`src/rtl/brg_csr_pkg.sv`:
```
package brg_csr_pkg;
  // Class of register selected by an index
  typedef enum logic [2:0] {
    K_WBASE,
    K_WMASK,
    K_XBASE,
    K_CTRL,
    K_ESTAT,
    K_EMASK,
    K_INVAL,
    K_BAD
  } csr_kind_e;
endpackage

```
`src/rtl/brg_csr_decode.sv`:
```
module brg_csr_decode
  import brg_csr_pkg::*;
#(
  parameter int NUM_WIN   = 4,
  parameter int IDX_W     = 6,
  parameter int WIN_IDX_W = 2
) (
  input  logic [IDX_W-1:0]     idx,
  output csr_kind_e            kind,
  output logic [WIN_IDX_W-1:0] win
);
  localparam int MASK_LO = NUM_WIN;
  localparam int XLAT_LO = 2 * NUM_WIN;
  localparam int CTRL_IX = 3 * NUM_WIN;
  localparam int ESTA_IX = CTRL_IX + 4;
  localparam int EMSK_IX = CTRL_IX + 5;
  localparam int INVA_IX = CTRL_IX + 6;

  always_comb begin
    kind = K_BAD;
    win  = '0;
    if (idx < IDX_W'(MASK_LO)) begin
      kind = K_WBASE;
      win  = WIN_IDX_W'(idx);
    end else if (idx < IDX_W'(XLAT_LO)) begin
      kind = K_WMASK;
      win  = WIN_IDX_W'(idx - IDX_W'(MASK_LO));
    end else if (idx < IDX_W'(CTRL_IX)) begin
      kind = K_XBASE;
      win  = WIN_IDX_W'(idx - IDX_W'(XLAT_LO));
    end else if (idx == IDX_W'(CTRL_IX)) begin
      kind = K_CTRL;
    end else if (idx == IDX_W'(ESTA_IX)) begin
      kind = K_ESTAT;
    end else if (idx == IDX_W'(EMSK_IX)) begin
      kind = K_EMASK;
    end else if (idx == IDX_W'(INVA_IX)) begin
      kind = K_INVAL;
    end
  end
endmodule

```
`src/rtl/brg_csr_store.sv`:
```
module brg_csr_store
  import brg_csr_pkg::*;
#(
  parameter int                NUM_WIN   = 4,
  parameter int                DATA_W    = 64,
  parameter int                WIN_IDX_W = 2,
  parameter logic [DATA_W-1:0] CTRL_RST  = '0
) (
  input  logic                             clk,
  input  logic                             rst_n,
  input  logic                             wr_en,
  input  csr_kind_e                        kind,
  input  logic [WIN_IDX_W-1:0]             win,
  input  logic [DATA_W-1:0]                wdata,
  output logic [NUM_WIN-1:0][DATA_W-1:0]   base_q,
  output logic [NUM_WIN-1:0][DATA_W-1:0]   mask_q,
  output logic [NUM_WIN-1:0][DATA_W-1:0]   xlat_q,
  output logic [DATA_W-1:0]                ctrl_q,
  output logic [DATA_W-1:0]                rd_val
);
  for (genvar w = 0; w < NUM_WIN; w++) begin : g_win
    logic hit;
    assign hit = wr_en && (win == WIN_IDX_W'(w));

    always_ff @(posedge clk) begin
      if (!rst_n) begin
        base_q[w] <= '0;
        mask_q[w] <= '0;
        xlat_q[w] <= '0;
      end else if (hit) begin
        if (kind == K_WBASE) base_q[w] <= wdata;
        if (kind == K_WMASK) mask_q[w] <= wdata;
        if (kind == K_XBASE) xlat_q[w] <= wdata;
      end
    end
  end

  always_ff @(posedge clk) begin
    if (!rst_n)                        ctrl_q <= CTRL_RST;
    else if (wr_en && kind == K_CTRL)  ctrl_q <= wdata;
  end

  // Fixed-rule registers fall to the zero default
  always_comb begin
    unique case (kind)
      K_WBASE: rd_val = base_q[win];
      K_WMASK: rd_val = mask_q[win];
      K_XBASE: rd_val = xlat_q[win];
      K_CTRL:  rd_val = ctrl_q;
      default: rd_val = '0;
    endcase
  end
endmodule

```
`src/rtl/brg_csr_bank.sv`:
```
module brg_csr_bank
  import brg_csr_pkg::*;
#(
  parameter int                NUM_WIN   = 4,
  parameter int                DATA_W    = 64,
  parameter int                ADDR_W    = 12,
  parameter int                STRIDE_LG = 6,
  parameter logic [DATA_W-1:0] CTRL_RST  = 64'h0000_0021_0010_0000
) (
  input  logic                        clk,
  input  logic                        rst_n,
  input  logic                        req_valid,
  output logic                        req_ready,
  input  logic                        req_write,
  input  logic [ADDR_W-1:0]           req_addr,
  input  logic [DATA_W-1:0]           req_wdata,
  output logic                        rsp_valid,
  input  logic                        rsp_ready,
  output logic                        rsp_error,
  output logic [DATA_W-1:0]           rsp_rdata,
  output logic [NUM_WIN*DATA_W-1:0]   win_base_o,
  output logic [NUM_WIN*DATA_W-1:0]   win_mask_o,
  output logic [NUM_WIN*DATA_W-1:0]   xlat_base_o,
  output logic [DATA_W-1:0]           ctrl_o
);
  localparam int IDX_W     = ADDR_W - STRIDE_LG;
  localparam int WIN_IDX_W = (NUM_WIN > 1) ? $clog2(NUM_WIN) : 1;

  csr_kind_e                      kind;
  logic [WIN_IDX_W-1:0]           win;
  logic                           fire, acc_err, wr_en;
  logic [DATA_W-1:0]              rd_val;
  logic [NUM_WIN-1:0][DATA_W-1:0] base_q, mask_q, xlat_q;
  logic                           unused_low;

  assign unused_low = ^req_addr[STRIDE_LG-1:0];

  brg_csr_decode #(
    .NUM_WIN  (NUM_WIN),
    .IDX_W    (IDX_W),
    .WIN_IDX_W(WIN_IDX_W)
  ) u_dec (
    .idx (req_addr[ADDR_W-1:STRIDE_LG]),
    .kind(kind),
    .win (win)
  );

  assign req_ready = !rsp_valid || rsp_ready;
  assign fire      = req_valid && req_ready;
  assign acc_err   = (kind == K_BAD) || (req_write && kind == K_EMASK);
  assign wr_en     = fire && req_write && !acc_err;

  brg_csr_store #(
    .NUM_WIN  (NUM_WIN),
    .DATA_W   (DATA_W),
    .WIN_IDX_W(WIN_IDX_W),
    .CTRL_RST (CTRL_RST)
  ) u_store (
    .clk   (clk),
    .rst_n (rst_n),
    .wr_en (wr_en),
    .kind  (kind),
    .win   (win),
    .wdata (req_wdata),
    .base_q(base_q),
    .mask_q(mask_q),
    .xlat_q(xlat_q),
    .ctrl_q(ctrl_o),
    .rd_val(rd_val)
  );

  always_ff @(posedge clk) begin
    if (!rst_n) begin
      rsp_valid <= 1'b0;
      rsp_error <= 1'b0;
      rsp_rdata <= '0;
    end else if (fire) begin
      rsp_valid <= 1'b1;
      rsp_error <= acc_err;
      rsp_rdata <= (acc_err || req_write) ? '0 : rd_val;
    end else if (rsp_ready) begin
      rsp_valid <= 1'b0;
    end
  end

  assign win_base_o  = base_q;
  assign win_mask_o  = mask_q;
  assign xlat_base_o = xlat_q;
endmodule

```
`config.mk`:
```
export PLATFORM = sky130hd
export DESIGN_NAME = brg_csr_bank
export DESIGN_NICKNAME = d
export VERILOG_FILES = /design/src/rtl/brg_csr_pkg.sv /design/src/rtl/brg_csr_decode.sv /design/src/rtl/brg_csr_store.sv /design/src/rtl/brg_csr_bank.sv
export SDC_FILE = /design/constraint.sdc
export NUM_CORES = 2
export LEC_CHECK = 0
export BUFFER_PORTS_ARGS = -buffer_cell sky130_fd_sc_hd__buf_2
export CORE_AREA = 2 2 380 382
export CTS_CLUSTER_DIAMETER = 100
export DETAILED_ROUTE_END_ITERATION = 8
export DIE_AREA = 0 0 382 384
export GPL_ROUTABILITY_DRIVEN = 1
export HOLD_SLACK_MARGIN = 0.06
export PLACE_DENSITY_LB_ADDON = 0.3
export REMOVE_ABC_BUFFERS = 1
export SETUP_SLACK_MARGIN = 0.2
export SYNTH_ARGS = -nofsm -noshare
export SYNTH_HDL_FRONTEND = slang
export SYNTH_SLANG_ARGS = --single-unit
```
`constraint.sdc`:
```
create_clock -name clk -period 2.7 [get_ports clk]
set_clock_uncertainty 0.15 [all_clocks]
set_input_delay 0.81 -clock clk [delete_from_list [all_inputs] [get_ports clk]]
set_output_delay 0.81 -clock clk [all_outputs]
set_load 0.02 [all_outputs]
```
==> impl.org <==
** Run status
- The flow ran to the end, and the final reports show no timing, DRC or antenna violations.

** Synth
- Summing the areas of all compound-gate instances in the mapped netlist gives approximately 28% of the synthesized area.
- After synthesis, the netlist uses 50 different library cells.
- Mean area per synthesized cell :: 8.12 sq um
- Yosys printed 0 warnings.
- Yosys mapped a number of flops with a built-in enable equal to 0.
- Of the total synthesized cell area, the portion taken by XOR and XNOR cells is 0%.
- Area fraction in and, or, nand and nor cells after synthesis :: 15.4%
- In the synthesized netlist, mux cells make up 6.01% of the area.
- After synthesis, flip-flops and latches occupy 44.0% of the total area.
- Share of synthesized flip-flops with an asynchronous set or reset :: 0%
- Area share of fa/ha/maj cells after synthesis :: 0%
- The synthesized design contains between 800 and 900 register bits.
- The mapped netlist covers 40,800 sq um.
- Cells after Synth :: 5,033
- By area, the combinational part of the netlist is dominated by compound AO/OA/AOI/OAI gates.
- Among all flip-flop cells after synthesis, the most frequent one is sky130_fd_sc_hd__dfxtp_1.

** Clock tree
- Depth of the CTS H-tree :: 3
- Clock tree from TritonCTS :: done
- The clock net in this run drives a total of ~900 sinks.
- Number of hold-repair buffers added at the cts stage :: 0
- Cell chosen for the clock root :: sky130_fd_sc_hd__clkbuf_16
- The number of clock buffers added by TritonCTS is 101.
- Buffer depth of the longest clock path :: 3
- Clock latency of the later-clocked register in the worst-skew pair :: 710 ps
- Clock slew seen by the registers of the worst setup and hold paths :: around 60 ps

** Power and ir drop
- Internal power comes to 22.3 mW.
- Summed over all cells, the static leakage comes to 21.3 nW.
- Power dissipated by switching net loads :: 7.71 mW
- Share of total power consumed by net switching :: 25.7%
- Of the total power, combinational logic draws 8.0%.
- Power spread over the standard cell area amounts to 549 nW/um^2.
- Fraction of power consumed by sequential logic :: 44.2%
- Clock Power Share :: 47.8%
- IR analysis of the VDD net gives a maximum drop of 0.000469 V.

** Critical path
- In this run the worst path has a maximum fanout of 4.
- Following the worst setup path forward leads to its endpoint at req_ready.
- Worst path arrival time :: 1550 ps
- End of the worst register-to-register path :: u_store.base_q[243]
- The worst setup path is of the in -> out kind.
- R2R depth :: 7
- Data on the critical path is required at its endpoint by 1740 ps.
- Sort of element at the start of the critical path :: primary input
- First element of the critical path :: rsp_ready
- The worst setup path is captured at an output port.
- Launching point of the worst reg2reg path :: rsp_valid
- Across all register-to-register paths, the minimum setup slack is 500 ps.

** STA
- At the pin with the least slew margin, the transition time is 855 ps.
- Share of the cycle needed by the critical path after routing :: 92.9%
- Counting I/O delays and the setup requirement, the final critical path takes 2510 ps.
- Final setup fails :: 0
- The count of final hold-check violations was 0.
- For this run, the top clock speed supported by timing is 399 MHz.
- Max-slew violation count :: 0
- Setup repair after global routing could not meet its margin everywhere.
- Worst slew margin relative to its limit :: 41.5%
- Final WS setup :: 192 ps

** GRT
- Wire length of the first global-routing pass :: 323,000 microns
- GR Util All Layers :: 29.5%
- Initial antenna violation count :: 14
- Via count of the first global-routing pass :: 44,500
- Largest net degree at the start of global routing :: 86
- For this run the aggregate overflow at the end of global routing stands at 0.

** Placed design
- Placer's final routability congestion estimate :: between 0.9 and 1
- The placed instances occupy a cell area of 51,300 sq um.
- Number of placed cells counting well taps :: roughly 7,700
- Before CTS, the worst setup slack after placement is -410 ps.
- Summed over all nets, the half-perimeter wirelength after detailed placement is 160,000 microns.
- Port Buffers :: 973

** Final layout
- After the flow finishes, the layout carries non-filler instances totaling 7,914.
- Of the cells placed in the final design, the portion with a size suffix greater than 1 is 28.5%.
- Once layout is done, the placed cells without fillers occupy 54,700 sq um.
- Relative area change from synthesis to final layout :: 34.0%
- Most frequent standard cell in the layout excluding fill and tap cells :: sky130_fd_sc_hd__buf_2
- Fill cells in the final layout number 14,700.
- Count of nets after finishing :: about 6,000
- Most used cells in the layout excluding fill and tap cells :: 967 x sky130_fd_sc_hd__buf_2, 895 x sky130_fd_sc_hd__dfxtp_1, 834 x sky130_fd_sc_hd__o21ai_0

** Drt
- Dividing the detail-routed wire length by the instance count gives 28.9 microns.
- In this run the remaining antenna-violating nets after routing total 0.
- Total DRC errors in the routed layout :: 0
- After detailed routing, the wire length on met1 is approximately 88,000 microns.
- After detailed routing, the met2 layer carries 100,000 microns of wire.
- Met3 WL post-DR :: 26,000 microns
- DR vias/cell :: between 6 and 7
- The first detailed-routing pass took 7 iterations.
- Starting DRC count in detailed routing :: a little over 6,000
- After detailed routing, no signal wire sits above met5.
- For this block, the routed nets add up to 228,000 microns of wire.
- Routed vias :: 48,000

** Floorplan
- The floorplan has 139 rows.
- Die X-Extent :: 382 microns
- Initial Utilization :: 28.6%
- Measured along the y axis, the die boundary spans 384 microns.
- Die ar. :: 147,000 sq um
- The total area inside the core boundary comes to 143,000 sq um.
- In this run the count of I/O pins placed on the die edge is 980.

** Hold path
- In this run the worst hold path is classified as in -> reg.

** Job
- Number of violations of the max-capacitance limit :: 0
-- cell usage after synthesis (2+ instances only) --
| cell | number | share of area, % |
|---|---|---|
| sky130_fd_sc_hd__buf_1 | 39 | 0.36 |
| sky130_fd_sc_hd__nor3_1 | 200 | 2.5 |
| sky130_fd_sc_hd__a311oi_1 | 64 | 1.4 |
| sky130_fd_sc_hd__nand2_1 | 74 | 0.68 |
| sky130_fd_sc_hd__clkbuf_1 | 532 | 4.9 |
| sky130_fd_sc_hd__nand3_1 | 710 | 8.7 |
| sky130_fd_sc_hd__or3b_2 | 46 | 0.99 |
| sky130_fd_sc_hd__nor4_1 | 9 | 0.14 |
| sky130_fd_sc_hd__o211ai_1 | 128 | 2.4 |
| sky130_fd_sc_hd__and2_0 | 2 | 0.031 |
| sky130_fd_sc_hd__mux2i_1 | 242 | 5.9 |
| sky130_fd_sc_hd__a221oi_1 | 70 | 1.5 |
| sky130_fd_sc_hd__nand3b_1 | 46 | 0.85 |
| sky130_fd_sc_hd__o21ai_0 | 835 | 10 |
| sky130_fd_sc_hd__a2111oi_0 | 65 | 1.4 |
| sky130_fd_sc_hd__nor4_2 | 2 | 0.061 |
| sky130_fd_sc_hd__a22o_1 | 4 | 0.086 |
| sky130_fd_sc_hd__buf_2 | 100 | 1.2 |
| sky130_fd_sc_hd__dfxtp_1 | 898 | 44 |
| sky130_fd_sc_hd__and3_1 | 55 | 0.84 |
| sky130_fd_sc_hd__a2bb2oi_1 | 45 | 0.96 |
| sky130_fd_sc_hd__nand4_1 | 4 | 0.061 |
| sky130_fd_sc_hd__a21oi_1 | 813 | 10 |
| sky130_fd_sc_hd__or4b_1 | 3 | 0.074 |
| sky130_fd_sc_hd__or2_1 | 2 | 0.031 |
| sky130_fd_sc_hd__nor2_1 | 7 | 0.064 |
| sky130_fd_sc_hd__nor2_2 | 2 | 0.031 |
| sky130_fd_sc_hd__nand2b_1 | 4 | 0.061 |
| sky130_fd_sc_hd__inv_1 | 5 | 0.046 |
| sky130_fd_sc_hd__a211oi_1 | 5 | 0.092 |
| sky130_fd_sc_hd__nor2b_1 | 3 | 0.046 |
-- worst max-delay path: stages --
cell	delay, ps
sky130_fd_sc_hd__buf_2	180
sky130_fd_sc_hd__and2b_1	220
sky130_fd_sc_hd__inv_2	70
sky130_fd_sc_hd__buf_6	130
sky130_fd_sc_hd__buf_6	130
-- routing by layer --
layer  track usage, %  up-vias
met3             7.53      675
met2             45.5     3441
met1             37.8    23300
met4             15.4        6
met5                0        -
li1                 -    20500
-- cells by family after synthesis --
group,count (synthesis)
muxes,244
AOI/OAI and AO/OA,2034
buffers and inverters,677
and+or+nand+nor,1180
DFF,898
-- repair_timing --
action / 4_1_cts / 5_1_grt
setup endpoints to repair: 5 / 1
hold endpoints to repair: 0 / 0
setup buffers: 1 / 1
pin swaps: 0 / 0
gates resized for setup: 9 / 0
-- worst min-delay path by stage --
| stage | from | to | cells past startpoint |
|---|---|---|---|
| 2_1_floorplan | u_store.mask_q[14] | u_store.mask_q[14] | 2 |
| 3_3_place_gp | u_store.ctrl_q[43] | u_store.ctrl_q[43] | 2 |
| 3_5_place_dp | u_store.base_q[187] | u_store.base_q[187] | 2 |
| 4_1_cts | req_wdata[16] | u_store.xlat_q[208] | 3 |
| 5_1_grt | req_wdata[17] | u_store.base_q[81] | 3 |
| 6_report | req_wdata[16] | u_store.xlat_q[208] | 3 |
-- stage by stage --
stage	total power [mW]	TNS [ps]	utilization (%)	hold WS (ps)
CTS	30.0	0	38.3	267
finish	30.0	0	38.3	335
detailed placement	15.9	-141070	35.9	326
global route	30.7	0	38.3	291
floorplan	14.2	-4952040	-	412
global placement	15.9	-124180	35.9	322
-- cell type report --
class | count | area (sq um) | area share [%]
Multi-Input combinational cell | 3458 | 20400 | 37.3
Clock inverter | 31 | 388 | 0.709
Inverter | 6 | 32.5 | 0.0594
Sequential cell | 898 | 18000 | 32.9
Antenna cell | 7 | 17.5 | 0.0320
Clock buffer | 147 | 2980 | 5.44
Tap cell | 1903 | 2380 | 4.35
Timing Repair Buffer | 1464 | 10500 | 19.2
-- state kept, by name, indices dropped and copies added, names as in the netlist --
register and flops:
rsp_error 1, rsp_rdata 64, rsp_valid 1, u_store.base_q 256, u_store.ctrl_q 64, u_store.mask_q 256
u_store.xlat_q 256
-- power by group through the flow --
| stage | Clock (mW) | Combinational (mW) | Sequential [mW] |
|---|---|---|---|
| 2_1_floorplan | 0 | 0.614 | 13.6 |
| 3_3_place_gp | 0 | 2.32 | 13.6 |
| 3_5_place_dp | 0 | 2.33 | 13.6 |
| 4_1_cts | 14.4 | 2.34 | 13.3 |
| 6_report | 14.3 | 2.41 | 13.3 |
| 5_1_grt | 14.9 | 2.46 | 13.3 |
No activity file was read; power rests on OpenSTA's default activity.
